[config.mk]
export PLATFORM = sky130hd
export DESIGN_NAME = dma_xfer_count
export DESIGN_NICKNAME = d
export VERILOG_FILES = /design/src/rtl/dma_cnt_pkg.sv /design/src/rtl/dmac_byte_ptr.sv /design/src/rtl/dmac_count_next.sv /design/src/rtl/dmac_count_regs.sv /design/src/rtl/dma_xfer_count.sv
export SDC_FILE = /design/constraint.sdc
export NUM_CORES = 1
export LEC_CHECK = 0
export BUFFER_PORTS_ARGS = -buffer_cell sky130_fd_sc_hd__buf_4
export CAP_MARGIN = 40
export CORE_AREA = 2 2 84 86
export DETAILED_ROUTE_END_ITERATION = 8
export DIE_AREA = 0 0 86 88
export HOLD_SLACK_MARGIN = 0.05
export PLACE_DENSITY = 0.73
export SYNTH_ARGS = -nofsm -noshare
export SYNTH_HDL_FRONTEND = slang
export SYNTH_SLANG_ARGS = --single-unit
[constraint.sdc]
create_clock -name clk -period 2.46 [get_ports clk]
set_clock_uncertainty 0.2 [all_clocks]
set_input_delay 0.738 -clock clk [delete_from_list [all_inputs] [get_ports clk]]
set_output_delay 0.738 -clock clk [all_outputs]
set_load 0.005 [all_outputs]
[src/rtl/dma_cnt_pkg.sv]
package dma_cnt_pkg;

   // Selects which copy of the count a write reaches.
   typedef enum logic {
      WR_BOTH = 1'b0,
      WR_BASE = 1'b1
   } wr_target_e;

   function automatic int unsigned ptr_width(input int unsigned lanes);
      return (lanes > 1) ? $clog2(lanes) : 1;
   endfunction

endpackage

[src/rtl/dmac_byte_ptr.sv]
module dmac_byte_ptr #(
   parameter int unsigned LANES = 2,
   parameter int unsigned PTR_W = 1
) (
   input  logic             clk,
   input  logic             rst_n,
   input  logic             clr_i,
   input  logic             adv_i,
   output logic [PTR_W-1:0] ptr_o
);

   localparam logic [PTR_W-1:0] LAST = PTR_W'(LANES - 1);

   logic [PTR_W-1:0] ptr_q;

   always_ff @(posedge clk or negedge rst_n) begin
      if (!rst_n) begin
         ptr_q <= '0;
      end else if (clr_i) begin
         ptr_q <= '0;
      end else if (adv_i) begin
         ptr_q <= (ptr_q == LAST) ? '0 : ptr_q + 1'b1;
      end
   end

   assign ptr_o = ptr_q;

endmodule

[src/rtl/dmac_count_next.sv]
module dmac_count_next #(
   parameter int unsigned CNT_W = 24
) (
   input  logic [CNT_W-1:0] cur_i,
   input  logic [CNT_W-1:0] base_i,
   input  logic             auto_init_i,
   output logic [CNT_W-1:0] nxt_o,
   output logic             wrap_o
);

   always_comb begin
      wrap_o = (cur_i == '0);
      if (wrap_o && auto_init_i) begin
         nxt_o = base_i;
      end else begin
         nxt_o = cur_i - 1'b1;
      end
   end

endmodule

[src/rtl/dmac_count_regs.sv]
module dmac_count_regs
   import dma_cnt_pkg::*;
#(
   parameter int unsigned BUS_W  = 8,
   parameter int unsigned LOW_W  = 16,
   parameter int unsigned HIGH_W = 8,
   parameter int unsigned LANES  = LOW_W / BUS_W,
   parameter int unsigned PTR_W  = 1,
   parameter int unsigned CNT_W  = LOW_W + HIGH_W
) (
   input  logic             clk,
   input  logic             rst_n,
   input  logic             mclr_i,
   input  logic             lo_wr_i,
   input  logic             hi_wr_i,
   input  logic [PTR_W-1:0] ptr_i,
   input  logic [BUS_W-1:0] wdata_i,
   input  wr_target_e       target_i,
   input  logic             step_i,
   input  logic [CNT_W-1:0] step_val_i,
   output logic [CNT_W-1:0] base_o,
   output logic [CNT_W-1:0] cur_o
);

   logic [LOW_W-1:0]  base_lo_q, cur_lo_q;
   logic [HIGH_W-1:0] base_hi_q, cur_hi_q;

   always_ff @(posedge clk or negedge rst_n) begin
      if (!rst_n) begin
         base_lo_q <= '0;
         base_hi_q <= '0;
         cur_lo_q  <= '0;
         cur_hi_q  <= '0;
      end else if (mclr_i) begin
         base_lo_q <= '0;
         base_hi_q <= '0;
         cur_lo_q  <= '0;
         cur_hi_q  <= '0;
      end else if (lo_wr_i) begin
         for (int unsigned l = 0; l < LANES; l++) begin
            if (ptr_i == PTR_W'(l)) begin
               base_lo_q[l*BUS_W +: BUS_W] <= wdata_i;
               if (target_i == WR_BOTH) begin
                  cur_lo_q[l*BUS_W +: BUS_W] <= wdata_i;
               end
            end
         end
         base_hi_q <= '0;
         if (target_i == WR_BOTH) begin
            cur_hi_q <= '0;
         end
      end else if (hi_wr_i) begin
         base_hi_q <= wdata_i[HIGH_W-1:0];
         if (target_i == WR_BOTH) begin
            cur_hi_q <= wdata_i[HIGH_W-1:0];
         end
      end else if (step_i) begin
         {cur_hi_q, cur_lo_q} <= step_val_i;
      end
   end

   assign base_o = {base_hi_q, base_lo_q};
   assign cur_o  = {cur_hi_q, cur_lo_q};

endmodule

[src/rtl/dma_xfer_count.sv]
module dma_xfer_count
   import dma_cnt_pkg::*;
#(
   parameter int unsigned BUS_W  = 8,
   parameter int unsigned LOW_W  = 16,
   parameter int unsigned HIGH_W = 8
) (
   input  logic                      clk,
   input  logic                      rst_n,
   input  logic                      mclr_i,
   input  logic                      ptr_clr_i,
   input  logic                      lo_wr_i,
   input  logic                      lo_rd_i,
   input  logic                      hi_wr_i,
   input  logic                      hi_rd_i,
   input  logic [BUS_W-1:0]          wdata_i,
   input  logic                      chain_mode_i,
   input  logic                      auto_init_i,
   input  logic                      xfer_i,
   output logic [BUS_W-1:0]          rdata_o,
   output logic                      tc_o,
   output logic [LOW_W+HIGH_W-1:0]   count_o
);

   localparam int unsigned CNT_W = LOW_W + HIGH_W;
   localparam int unsigned LANES = LOW_W / BUS_W;
   localparam int unsigned PTR_W = ptr_width(LANES);

   generate
      if (LOW_W % BUS_W != 0 || LANES < 1) begin : g_bad_low
         $error("LOW_W must be a nonzero multiple of BUS_W");
      end
      if (HIGH_W != BUS_W) begin : g_bad_high
         $error("HIGH_W must equal BUS_W");
      end
   endgenerate

   logic [PTR_W-1:0] ptr;
   logic [CNT_W-1:0] base, cur, nxt;
   logic             wrap, any_wr, step, tc_q;
   wr_target_e       target;

   assign any_wr = lo_wr_i | hi_wr_i;
   assign step   = xfer_i & ~any_wr & ~mclr_i;
   assign target = chain_mode_i ? WR_BASE : WR_BOTH;

   dmac_byte_ptr #(
      .LANES(LANES),
      .PTR_W(PTR_W)
   ) ptr_i (
      .clk  (clk),
      .rst_n(rst_n),
      .clr_i(mclr_i | ptr_clr_i),
      .adv_i(lo_wr_i | lo_rd_i),
      .ptr_o(ptr)
   );

   dmac_count_next #(
      .CNT_W(CNT_W)
   ) next_i (
      .cur_i      (cur),
      .base_i     (base),
      .auto_init_i(auto_init_i),
      .nxt_o      (nxt),
      .wrap_o     (wrap)
   );

   dmac_count_regs #(
      .BUS_W (BUS_W),
      .LOW_W (LOW_W),
      .HIGH_W(HIGH_W),
      .LANES (LANES),
      .PTR_W (PTR_W),
      .CNT_W (CNT_W)
   ) regs_i (
      .clk       (clk),
      .rst_n     (rst_n),
      .mclr_i    (mclr_i),
      .lo_wr_i   (lo_wr_i),
      .hi_wr_i   (hi_wr_i),
      .ptr_i     (ptr),
      .wdata_i   (wdata_i),
      .target_i  (target),
      .step_i    (step),
      .step_val_i(nxt),
      .base_o    (base),
      .cur_o     (cur)
   );

   always_ff @(posedge clk or negedge rst_n) begin
      if (!rst_n) begin
         tc_q <= 1'b0;
      end else begin
         tc_q <= step & wrap;
      end
   end

   logic [BUS_W-1:0] lane_w [LANES];

   generate
      for (genvar g = 0; g < LANES; g++) begin : g_lane
         assign lane_w[g] = cur[g*BUS_W +: BUS_W];
      end
   endgenerate

   logic [BUS_W-1:0] lo_sel;
   always_comb begin
      lo_sel = lane_w[0];
      for (int unsigned l = 0; l < LANES; l++) begin
         if (ptr == PTR_W'(l)) lo_sel = lane_w[l];
      end
   end

   assign rdata_o = hi_rd_i ? cur[CNT_W-1 -: BUS_W] : lo_sel;
   assign tc_o    = tc_q;
   assign count_o = cur;

endmodule

==> reports/metrics.cfg <==
[layout]
area_growth_syn_to_layout_pct = 30.4
drive_above_1_share_pct = 27.7
layout.nets = 503
seq_area_sq_mm = 0.00125
multiInputGateArea_sq_mm = 0.00189
num-fill-cells = 585
antenna_cells = 0

[timing]
slew_headroom_pct = 54.3
hold_viol = 0
fin_crit_ps = 2380
worst_slack_ps = 76.8
setup_viol = 0
worst_slew_pin_slew_ps = 686
holdWs_ps = 242
finalCritPeriodShare_pct = 96.9
max_freq_mhz = 420
slew_viol_final = 0

[detailed_routing]
drt_wl_total_mm = 11.2
via_per_inst = 6.45
drc = 0
wl_per_cell_um = 19.9
vias = 3634
drt_iter0_drc = 597
drtAntennaViolNets = 0
dr.pass1.iters = 6

[yosys]
yosysUniqueCellTypes = 53
netlist_instances = 393
ys_ff_latch = 50
synth.largest_area_cell = dfrtp_1
synth.yosys.warnings = 0
synth.area.top_cells = dfrtp_1, nand2_1, mux2i_1
async_flop_share_pct = 100
yosysTopAreaCellShare_pct = 38.6
synth_edf_count = 0
synth_nets = 414
synthFlopType = dfrtp_1
syn_area_per_cell_sq_um = 8.25
syn-cell-area_sq_mm = 0.00324
synth_seq_area_share_pct = 38.6

[global_route]
grt_pass1_vias = 3378
antenna_found_initial = 0
track_usage_pct = 31.2
grt_max_degree = 51
grt_overflow = 0
grt_pass1_wl_mm = 18.2

[power]
p_leak_nw = 1.92
total_power_mw = 2.47
vdd_drop_max_uv = 308
powerDensity_mw_per_mm2 = 584

[cts]
clockBufferDepth = 2
numCtsBuffers = 5
ctsHoldBuffers = 0
cts_root_buf = clkbuf_8
clk_pin_slew_ps = 110
cts_tree = built
cts_sinks = 50
clk_latency_ps = 310
cts_htree_levels = 2

[floorplan]
core_sq_mm = 0.00664
num_rows = 30
io_pins = 52
die_w_um = 86
start_util_pct = 48.8
dieArea_sq_mm = 0.00757
die_h_um = 88

[critical_path]
ff2ff_path_depth = 8
crit_buf_inv = 2
path_max_fanout = 12
r2r_slack_ps = 80
worstReg2RegStart = regs_i.cur_lo_q[0]
required_ps = 1520
slowest_stage = dfrtp_1
worst-setup-path-type = reg -> out
cp.arrival_ps = 1450
cp-start-kind = flip-flop
cpPeakStageDelay_ps = 390
r2r-end = regs_i.cur_hi_q[5]
path_cells = buf_6 -> mux2i_2 -> o21ai_0 -> buf_4
cp_top_family = flip-flops
endpoint_kind = output pin

[place]
place_ws_ps = -76.4
gp_congestion = 0.998
port_buffers = 51
dpl.hpwl_mm = 8.25

[outcome]
outcome = completed

[run]
maxCapViolCount = 0

[worst_hold_path]
hp-class = in -> async

-- cells by family (layout without fill, tap and decap cells) --
kind of cell	Yosys count	in the layout	share of synthesized area (%)
and+or+nand+nor	167	167	26.7
AOI/OAI and AO/OA	106	106	20.7
DFF	50	50	38.6
buffers and inverters	39	129	4.63
muxes	21	21	6.49
xor gates and xnor gates	8	8	2.16
adders and majority gates	2	2	0.772
-- power by group --
| group | total [mW] | internal (mW) | switching [mW] |
|---|---|---|---|
| sequential | 0.935 | 0.876 | 0.0589 |
| clock | 0.621 | 0.311 | 0.310 |
| combinational | 0.912 | 0.406 | 0.506 |
| total | 2.47 | 1.59 | 0.875 |
-- metal layers --
layer	vias up	global-route usage [%]	routed length (um)
li1	1611	-	-
met1	1709	42.8	4530
met2	259	48.9	4970
met3	55	5.09	1190
met4	0	13.3	482
met5	-	0	0
-- flip-flops by register name, summed over array words and instances, names as in the netlist --
name and cells:
ptr_i.ptr_o 1, regs_i.base_hi_q 8, regs_i.base_lo_q 16, regs_i.cur_hi_q 8, regs_i.cur_lo_q 16, tc_o 1
-- how the worst max path moves through the flow --
| stage | start | endpoint | slack, ps | cells past startpoint |
|---|---|---|---|---|
| floorplan | hi_wr_i | regs_i.cur_lo_q[13] | -6 | 6 |
| global placement | mclr_i | regs_i.cur_lo_q[13] | -20 | 5 |
| detailed placement | mclr_i | regs_i.cur_lo_q[13] | -80 | 5 |
| CTS | ptr_i.ptr_o | rdata_o[0] | 20 | 4 |
| global route | regs_i.cur_lo_q[0] | regs_i.cur_hi_q[5] | -20 | 8 |
| finish | ptr_i.ptr_o | rdata_o[0] | 80 | 4 |
-- per-stage QoR --
step	TNS [ps]	instance area [sq um]	utilization, %	std cells
2_1_floorplan	-5.76	3270	-	393
4_1_cts	0	4190	63.1	562
5_1_grt	-17.9	4230	63.6	563
3_5_place_dp	-184	4060	61.2	554
3_3_place_gp	-22.8	4060	61.2	554
6_report	0	4230	63.6	563
-- Yosys cell counts, drive strengths merged, types with 3 or more instances --
library cell and instances:
nand2 63, dfrtp 50, a21oi 31, o21ai 31, nor2 24, clkbuf 21
mux2i 21, nor3 21, nor4 15, inv 12, nand3 9, nand4 7
nor2b 7, xnor2 7, buf 6, o21a 6, a211oi 4, a22oi 4
o221ai 4, nand2b 3, o311ai 3, o31a 3, o31ai 3, or3 3
or4 3
-- layout make-up --
type	count	share of cell area (%)
Clock buffer	5	1.63
Clock inverter	3	1.13
Inverter	12	1.07
Multi-Input combinational cell	304	44.7
Sequential cell	50	29.6
Tap cell	80	2.37
Timing Repair Buffer	109	19.5
-- cell usage in the layout (no fill, tap or decap), types with 5 or more instances in the layout --
cell type,Yosys,routed
inv_1,12,12
clkbuf_8,0,5
nand3_1,9,9
xnor2_1,7,7
a21oi_1,31,31
nor3_1,21,21
nand4_1,7,7
nor2_1,24,24
o21ai_0,30,29
nor2b_1,7,7
buf_4,0,108
nor4_1,11,10
nand2_1,63,63
mux2i_1,21,20
o21a_1,6,6
dfrtp_1,50,50
-- worst reg2reg max path: stages (launching register included) --
cell	delay, ps
dfrtp_1	390
inv_1	120
ha_1	160
nor4b_4	260
nand4_1	170
or2_1	310
buf_4	240
o311ai_2	310
nand3_1	110
-- timing repair --
| action | in CTS | in global routing |
|---|---|---|
| setup endpoints to repair | 1 | 7 |
| setup buffers | 0 | 1 |
| resized for setup | 1 | 8 |
| pin swaps | 0 | 0 |
Power figures use the tool's default switching activity.
